### src/rtl/wdt_pkg.sv
package wdt_pkg;
  localparam int CB_EN    = 0;
  localparam int CB_TRIG  = 1;
  localparam int CB_ICLR  = 2;
  localparam int CB_HWEN  = 3;
  localparam int CB_FALL  = 4;
  localparam int CB_INTEN = 5;
  localparam int CB_FSEL  = 6;
  localparam int CB_EARLY = 7;

  typedef enum logic [1:0] {
    PH_IDLE = 2'd0,
    PH_MAIN = 2'd1,
    PH_GRACE = 2'd2,
    PH_HOLD = 2'd3
  } wdt_phase_e;

  typedef struct packed {
    logic early;
    logic fsel;
    logic inten;
    logic fall;
    logic hwen;
    logic en;
  } wdt_cfg_t;
endpackage

### src/rtl/wdt_edge_det.sv
module wdt_edge_det #(
  parameter int SYNC_STAGES = 2
) (
  input  logic clk,
  input  logic rst_n,
  input  logic pin,
  input  logic fall_sel,
  output logic edge_o
);
  logic [SYNC_STAGES-1:0] sync_q, sync_d;
  logic prev_q;

  always_comb begin
    sync_d = {sync_q[SYNC_STAGES-2:0], pin};
  end

  always_ff @(posedge clk or negedge rst_n) begin
    if (!rst_n) begin
      sync_q <= '0;
      prev_q <= 1'b0;
    end else begin
      sync_q <= sync_d;
      prev_q <= sync_q[SYNC_STAGES-1];
    end
  end

  always_comb begin
    if (fall_sel) edge_o = prev_q & ~sync_q[SYNC_STAGES-1];
    else          edge_o = sync_q[SYNC_STAGES-1] & ~prev_q;
  end
endmodule

### src/rtl/wdt_dctr.sv
module wdt_dctr #(
  parameter int W = 16
) (
  input  logic         clk,
  input  logic         rst_n,
  input  logic         load,
  input  logic [W-1:0] load_val,
  input  logic         dec,
  output logic [W-1:0] cnt
);
  logic [W-1:0] cnt_d;

  always_comb begin
    cnt_d = cnt;
    if (load)                  cnt_d = load_val;
    else if (dec && cnt != '0) cnt_d = cnt - W'(1);
  end

  always_ff @(posedge clk or negedge rst_n) begin
    if (!rst_n) cnt <= '0;
    else        cnt <= cnt_d;
  end
endmodule

### src/rtl/wdt_two_stage.sv
module wdt_two_stage
  import wdt_pkg::*;
#(
  parameter int A_W = 16,
  parameter int B_W = 8
) (
  input  logic           clk,
  input  logic           rst_n,
  input  logic           tick_en,
  input  logic           ctl_we,
  input  logic [7:0]     ctl_wdata,
  input  logic           rl_a_we,
  input  logic [A_W-1:0] rl_a,
  input  logic           rl_b_we,
  input  logic [B_W-1:0] rl_b,
  input  logic           trig_pin,
  output logic           ind_pin,
  output logic           pins_owned,
  output logic           irq,
  output logic           rst_req
);
  localparam logic [A_W-1:0] A_ONE = A_W'(1);
  localparam logic [A_W-1:0] A_TWO = A_W'(2);
  localparam logic [B_W-1:0] B_ONE = B_W'(1);

  wdt_cfg_t      cfg_q, cfg_d;
  wdt_phase_e    ph_q, ph_d;
  logic [A_W-1:0] rla_q, rla_d, cnt_a;
  logic [B_W-1:0] rlb_q, rlb_d, cnt_b;
  logic ind_d, irq_d, rreq_d;

  logic wr_trig, wr_iclr, wr_cfg, en_rise, en_fall;
  logic hw_edge, retrig, ticking, in_main, in_grace;
  logic a_exp, b_exp, a_early;

  wdt_edge_det #(.SYNC_STAGES(2)) u_edge (
    .clk(clk), .rst_n(rst_n), .pin(trig_pin),
    .fall_sel(cfg_q.fall), .edge_o(hw_edge)
  );

  wdt_dctr #(.W(A_W)) u_cnt_a (
    .clk(clk), .rst_n(rst_n), .load(retrig), .load_val(rla_q),
    .dec(ticking & in_main), .cnt(cnt_a)
  );

  wdt_dctr #(.W(B_W)) u_cnt_b (
    .clk(clk), .rst_n(rst_n), .load(retrig), .load_val(rlb_q),
    .dec(ticking & in_grace), .cnt(cnt_b)
  );

  // command decode: either command bit suppresses the configuration update
  always_comb begin
    wr_trig = ctl_we & ctl_wdata[CB_TRIG];
    wr_iclr = ctl_we & ctl_wdata[CB_ICLR] & ~ctl_wdata[CB_TRIG];
    wr_cfg  = ctl_we & ~ctl_wdata[CB_TRIG] & ~ctl_wdata[CB_ICLR];
    en_rise = wr_cfg & ctl_wdata[CB_EN] & ~cfg_q.en;
    en_fall = wr_cfg & ~ctl_wdata[CB_EN] & cfg_q.en;
    // sw and hw sources merge into a single reload
    retrig  = en_rise | (cfg_q.en & (wr_trig | (cfg_q.hwen & hw_edge)));
    ticking = cfg_q.en & tick_en & ~retrig & ~en_fall;
    in_main  = (ph_q == PH_MAIN);
    in_grace = (ph_q == PH_GRACE);
    a_exp   = ticking & in_main & (cnt_a <= A_ONE);
    a_early = ticking & in_main & cfg_q.early & (cnt_a == A_TWO);
    b_exp   = ticking & in_grace & (cnt_b <= B_ONE);
  end

  always_comb begin
    cfg_d = cfg_q;
    if (wr_cfg) begin
      cfg_d.en    = ctl_wdata[CB_EN];
      cfg_d.hwen  = ctl_wdata[CB_HWEN];
      cfg_d.fall  = ctl_wdata[CB_FALL];
      cfg_d.inten = ctl_wdata[CB_INTEN];
      cfg_d.fsel  = ctl_wdata[CB_FSEL];
      cfg_d.early = ctl_wdata[CB_EARLY];
    end
    rla_d = rl_a_we ? rl_a : rla_q;
    rlb_d = rl_b_we ? rl_b : rlb_q;
  end

  always_comb begin
    ph_d   = ph_q;
    ind_d  = ind_pin;
    irq_d  = irq;
    rreq_d = 1'b0;
    if (en_fall) begin
      ph_d  = PH_IDLE;
      ind_d = 1'b0;
    end else if (retrig) begin
      ph_d  = PH_MAIN;
      ind_d = 1'b0;
    end else if (a_exp) begin
      ph_d  = PH_GRACE;
      ind_d = 1'b1;
    end else if (b_exp) begin
      ph_d   = PH_HOLD;
      rreq_d = ~cfg_q.fsel;
    end else if (a_early) begin
      ind_d = 1'b1;
    end
    if (wr_iclr) irq_d = 1'b0;
    if ((a_exp & cfg_q.inten) | (b_exp & cfg_q.fsel)) irq_d = 1'b1;
    if (en_fall) irq_d = 1'b0;
  end

  always_ff @(posedge clk or negedge rst_n) begin
    if (!rst_n) begin
      cfg_q   <= '0;
      ph_q    <= PH_IDLE;
      rla_q   <= '1;
      rlb_q   <= '1;
      ind_pin <= 1'b0;
      irq     <= 1'b0;
      rst_req <= 1'b0;
    end else begin
      cfg_q   <= cfg_d;
      ph_q    <= ph_d;
      rla_q   <= rla_d;
      rlb_q   <= rlb_d;
      ind_pin <= ind_d;
      irq     <= irq_d;
      rst_req <= rreq_d;
    end
  end

  assign pins_owned = cfg_q.en;
endmodule

### config.mk
export PLATFORM = sky130hd
export DESIGN_NAME = wdt_two_stage
export DESIGN_NICKNAME = d
export VERILOG_FILES = /design/src/rtl/wdt_pkg.sv /design/src/rtl/wdt_edge_det.sv /design/src/rtl/wdt_dctr.sv /design/src/rtl/wdt_two_stage.sv
export SDC_FILE = /design/constraint.sdc
export NUM_CORES = 1
export LEC_CHECK = 0
export BUFFER_PORTS_ARGS = -buffer_cell sky130_fd_sc_hd__buf_4
export CAP_MARGIN = 40
export CORE_ASPECT_RATIO = 0.7
export CORE_MARGIN = 3
export CORE_UTILIZATION = 57
export DETAILED_ROUTE_END_ITERATION = 10
export PLACE_DENSITY = 0.76
export SETUP_SLACK_MARGIN = 0.3
export SLEW_MARGIN = 0
export SYNTH_ARGS = -nofsm -noshare
export SYNTH_HDL_FRONTEND = slang
export SYNTH_SLANG_ARGS = --single-unit
### constraint.sdc
create_clock -name clk -period 2.6 [get_ports clk]
set_clock_uncertainty 0.15 [all_clocks]
set_input_delay 0.13 -clock clk [delete_from_list [all_inputs] [get_ports clk]]
set_output_delay 0.13 -clock clk [all_outputs]
set_load 0.01 [all_outputs]
After elaboration in Yosys (flattened, before gate mapping)
Index checks and enable logic that the tools add are counted.
{"block": "totals", "input_bits": 39, "reg_bits": 62, "elab_cells": 91, "out_inout_bits": 4}
{"block": "op_classes", "n_bitwise": 36, "n_eq_ne": 4, "n_reduce_logical": 10, "muxes": 21, "addsub": 2, "n_lt_le_gt_ge": 2}
{"operator": "$mux W16", "count": 2}
{"operator": "$and A1 B1 Y1", "count": 24}
{"operator": "$eq A16 B2 Y1 const B", "count": 1}
{"operator": "$le A16 B1 Y1 const B", "count": 1}
{"operator": "$mux W8", "count": 2}
{"operator": "$reduce_bool A16 Y1", "count": 1}
{"operator": "$sub A16 B1 Y16 const B", "count": 1}
{"operator": "$mux W1", "count": 13}
{"operator": "$not A1 Y1", "count": 9}
{"operator": "$le A8 B1 Y1 const B", "count": 1}
{"operator": "$mux W2", "count": 4}
{"operator": "$reduce_bool A4 Y1", "count": 2}
{"operator": "$reduce_bool A8 Y1", "count": 1}
{"operator": "$sub A8 B1 Y8 const B", "count": 1}
{"operator": "$ne A4 B4 Y1 const B", "count": 1}
{"operator": "$reduce_bool A2 Y1", "count": 2}
{"operator": "$or A1 B1 Y1", "count": 3}
{"operator": "$reduce_bool A3 Y1", "count": 1}
{"operator": "$eq A2 B1 Y1 const B", "count": 1}
{"operator": "$eq A2 B2 Y1 const B", "count": 1}
{"operator": "$logic_and A1 B1 Y1", "count": 2}
{"operator": "$reduce_and A2 Y1", "count": 1}

Depth between registers and ports, before layout
{"block": "logic_depth", "depth_word": 18, "ltp_mapped": 9, "depth_no_buf": 7}

Cells and area by module
From an unflattened synthesis, not the netlist that was laid out.
{"block": "unflattened", "cells_unflattened": 298, "area_unflattened_um2": 3211.8}
{"mod": "wdt_two_stage", "cells_per_inst": 113, "seq_area_each_um2": 905.9, "area_per_inst_um2": 1539.0, "n_inst": 1}
{"mod": "wdt_dctr at u_cnt_a", "cells_per_inst": 119, "seq_area_each_um2": 400.4, "area_per_inst_um2": 1034.7, "n_inst": 1}
{"mod": "wdt_dctr at u_cnt_b", "cells_per_inst": 60, "seq_area_each_um2": 200.2, "area_per_inst_um2": 540.5, "n_inst": 1}
{"mod": "wdt_edge_det", "cells_per_inst": 6, "seq_area_each_um2": 75.1, "area_per_inst_um2": 97.6, "n_inst": 1}

Least setup slack after synthesis
OpenSTA, ideal clock, no wires.
{"block": "synth_path", "kind": "reg2reg", "startpoint": "register u_cnt_a.cnt[0]", "endpoint": "register u_cnt_a.cnt[7]", "period_less_slack_ns": 2.198, "required_time_ns": 2.376, "arrival_ns": 1.974, "stages_incl_launch_ff": 10, "setup_time_ns": 0.074, "path_slack_ns": 0.402, "n_path_buf": 2, "path_cell_list": "dfrtp_1 -> inv_1 -> ha_1 -> nor3b_2 -> and2_4 -> buf_6 -> a311o_1 -> buf_6 -> o221a_1 -> o21ai_2"}
{"block": "synth_via", "elab_chain_len": 3, "word_cells_on_any_way": 6, "classes_between": "1 x add/sub; 2 x mux; 3 x reduce/logical"}
{"item": "start, declared", "line": "wdt_dctr.sv:9", "rtl": "output logic [W-1:0] cnt"}
{"item": "start signal, assigned", "line": "wdt_dctr.sv:21", "rtl": "else cnt <= cnt_d;"}
{"item": "$sub A16 B1 Y16 / $reduce_bool A16 Y1 (equally long branches)", "line": "wdt_dctr.sv:16", "rtl": "else if (dec && cnt != '0) cnt_d = cnt - W'(1);"}
{"item": "$mux W16 / $logic_and A1 B1 Y1 (equally long branches)", "line": "wdt_dctr.sv:16"}
{"item": "$mux W16 / $reduce_bool A2 Y1 (equally long branches)"}
Parallel ways exist; a longest one is shown, timed or not. The select of a mux whose other input is x is not followed.
A chain may end at the register's enable or synchronous reset.

Final worst setup path
{"block": "layout_path", "startpoint": "register u_cnt_a.cnt[1]", "endpoint": "register u_cnt_a.cnt[7]"}
The elaborated chain is that of the path after synthesis.

==> results_dict.tcl <==
set metrics [dict create \
    status "complete, no violations" \
    setup_viol 0 \
    place_inst 383 \
    synth_edf_count 0 \
    yosysUniqueCellTypes 66 \
    utilization_pct 79.6 \
    drt_iter0_markers 196 \
    max_cap_viol_count 0 \
    end_kind "register" \
    wl_per_cell_microns 16.9 \
    grt_max_degree 63 \
    p_clk_share_pct 30.9 \
    synth_flop_cell "dfrtp_1" \
    ir_drop_uv 500 \
    timing.fmax_mhz 456 \
    required_ns 2.72 \
    numCtsBuffers 9 \
    stdcell_count 439 \
    overflow 0 \
    drv_slew 0 \
    finalSetupTns_ns 0 \
    powerDensity_mw_per_mm2 753 \
    path_max_fanout 10 \
    r2r-start "u_cnt_a.cnt[1]" \
    worst_slew_pin_slew_ns 0.760 \
    grt_pass1_vias 2537 \
    ios 43 \
    place_congestion 0.848 \
    period_minus_slack_ns 2.19 \
    synth_seq_area_share_pct 49.9 \
    core-area_sq_mm 0.00531 \
    sequentialPowerShare_pct 44.0 \
    drive_above_1_share_pct 38.1 \
    startpoint_type "register" \
    diodes 0 \
    ys_seq_elements 62 \
    fin_crit_sh_pct 84.4 \
    dieArea_sq_mm 0.00650 \
    dp_hpwl_mm 4.80 \
    portBuffers 42 \
    sw_frac_of_total_pct 31.1 \
    grt_pass1_wl_mm 12.3 \
    vias 2575 \
    rsz0062_at_grt "true" \
    antenna_found_initial 0 \
    fin_area_sq_mm 0.00423 \
    ys_warn_count 0 \
    worstReg2RegEnd "u_cnt_a.cnt[7]" \
    holdPathEnd "pins_owned" \
    p_leak_nw 1.76 \
    clock-sinks 62 \
    fill_cells 327 \
    tritoncts "done" \
    hold_class "in2reg" \
    remaining_drc_errors 0 \
    netSwitchingPower_uw 990 \
    grt_usage_pct 25.3 \
    hold_violations 0 \
    clk_path_buf_depth 2 \
    maxSlewHeadroom_pct 49.4 \
    cts_max_level 3 \
    most-common-layout-cells "49 x buf_4, 39 x dlygate4sd3_1, 38 x dfrtp_1" \
    syn_avg_cell_area_sq_um 11.5 \
    dpl_cell_area_sq_mm 0.00355 \
    start_util_pct 59.6 \
    fin_nets 407 \
    hold_path_startpoint "ctl_wdata[0]" \
    synth_nets 320 \
    async_flop_share_pct 100 \
    ant_nets 0 \
    ff2ff_setup_slack_ns 0.41 \
    rows 22 \
    rr_worst_depth 7 \
    clock_latency_ns 0.35 \
    arrival_ns 2.31 \
    drt_wl_total_mm 7.40 \
    fp.dieW_microns 95.1 \
    syn_inst 275 \
    path_clk_slew_ns 0.07 \
    final_common_cell "buf_4" \
    area_growth_syn_to_layout_pct 33.4 \
    netlist_area_sq_mm 0.00317 \
    combPwrFrac_pct 25.1 \
    path_class "reg2reg" \
    hold_depth 3 \
    p_int_mw 2.19 \
    first_pass_iters 4 \
    cts-root-buf "clkbuf_8" \
    die_y_microns 68.4 \
    viasPerCell 5.87 \
]
[registers in the layout, summed over array words and instances, names as in the netlist]
| name | flops |
|---|---|
| rla_q | 16 |
| u_cnt_a.cnt | 16 |
| u_edge.prev_q | 1 |
| pins_owned | 1 |
| rst_req | 1 |
| cfg_q | 5 |
| ph_q | 2 |
| ind_pin | 1 |
| irq | 1 |
| rlb_q | 8 |
| u_edge.sync_q | 2 |
| u_cnt_b.cnt | 8 |
[logic make-up after synthesis]
logic type / count (synthesis) / synth area share, %
AO/OA/AOI/OAI: 67 / 16.2
XOR/XNOR: 7 / 1.94
adder cells (fa/ha/maj): 6 / 2.37
buffers and inverters: 24 / 3.51
flip-flops: 62 / 49.9
multiplexers: 31 / 11.0
AND/OR/NAND/NOR: 78 / 15.0
[cell usage after synthesis, drive strengths merged, types with 3 or more instances]
master / count / share of area (%)
a32oi: 6 / 1.7
mux2: 30 / 11
clkbuf: 6 / 0.71
a31oi: 3 / 0.59
o21ai: 11 / 1.9
nand2: 15 / 1.8
o22ai: 3 / 0.59
nand4: 5 / 0.99
xor2: 5 / 1.4
dfstp: 24 / 20
nor2: 13 / 1.6
dfrtp: 38 / 30
nor3: 8 / 1.4
o32ai: 4 / 1.1
and3: 4 / 0.79
ha: 6 / 2.4
nor3b: 3 / 1.2
a21oi: 9 / 1.4
nand3: 8 / 1.4
a21boi: 3 / 0.71
or3: 3 / 0.59
buf: 6 / 1.4
nand4b: 4 / 1.1
inv: 12 / 1.4
nor4: 6 / 1.9
[repair_timing]
action                                  4_1_cts  5_1_grt
buffers inserted                              0        1
endpoints found under the setup margin        7       17
hold endpoints to repair                     68        0
gates resized for setup                       2        7
pin swaps                                     0        1
hold buffers                                 39        0
[per-stage QoR]
step                      hold WS, ns  setup slack (ns)  total power [mW]
after floorplan                -0.316             0.402              1.87
after global placement         0.0899             0.370              2.07
after detailed placement       0.0923             0.260              2.11
after CTS                     0.00961             0.300              3.15
after global routing           0.0407             0.282              3.37
final                          0.0407             0.406              3.18
[worst max path at each step]
| stage | start | end | slack, ns |
|---|---|---|---|
| 2_1_floorplan | u_cnt_a.cnt[0] | u_cnt_a.cnt[7] | 0.40 |
| 3_3_place_gp | u_cnt_a.cnt[0] | u_cnt_a.cnt[5] | 0.37 |
| 3_5_place_dp | u_cnt_a.cnt[0] | u_cnt_a.cnt[6] | 0.26 |
| 4_1_cts | u_cnt_a.cnt[0] | u_cnt_a.cnt[3] | 0.30 |
| 5_1_grt | pins_owned | u_cnt_b.cnt[7] | 0.28 |
| 6_report | u_cnt_a.cnt[1] | u_cnt_a.cnt[7] | 0.41 |
[final cells by class]
type | count | area (sq um) | share of cell area, %
Clock buffer | 13 | 169 | 4.00
Clock inverter | 3 | 65.1 | 1.54
Inverter | 12 | 45.0 | 1.07
Multi-Input combinational cell | 189 | 1520 | 35.9
Sequential cell | 62 | 1580 | 37.4
Tap cell | 72 | 90.1 | 2.13
Timing Repair Buffer | 88 | 758 | 17.9
[worst max-delay path: stages (launching register included)]
cell     delay (ns)
dfrtp_1        0.39
inv_1          0.11
ha_4           0.19
nor3b_4        0.15
and2_4         0.20
a311o_2        0.50
o221a_1        0.31
o21ai_2        0.12
[metal layers]
metal	vias to the layer above	routed length [microns]	global-route usage [%]
li1	1218	-	-
met1	1255	3250	32.3
met2	84	3520	39.8
met3	18	483	7.47
met4	0	154	11.9
met5	-	0	0
[power groups by stage]
stage	logic [mW]	clock network [mW]	registers, mW
2_1_floorplan	0.529	0	1.34
5_1_grt	0.888	1.05	1.43
3_3_place_gp	0.685	0	1.39
6_report	0.800	0.983	1.40
3_5_place_dp	0.708	0	1.40
4_1_cts	0.770	0.996	1.39
(Power assumes the default switching activity.)
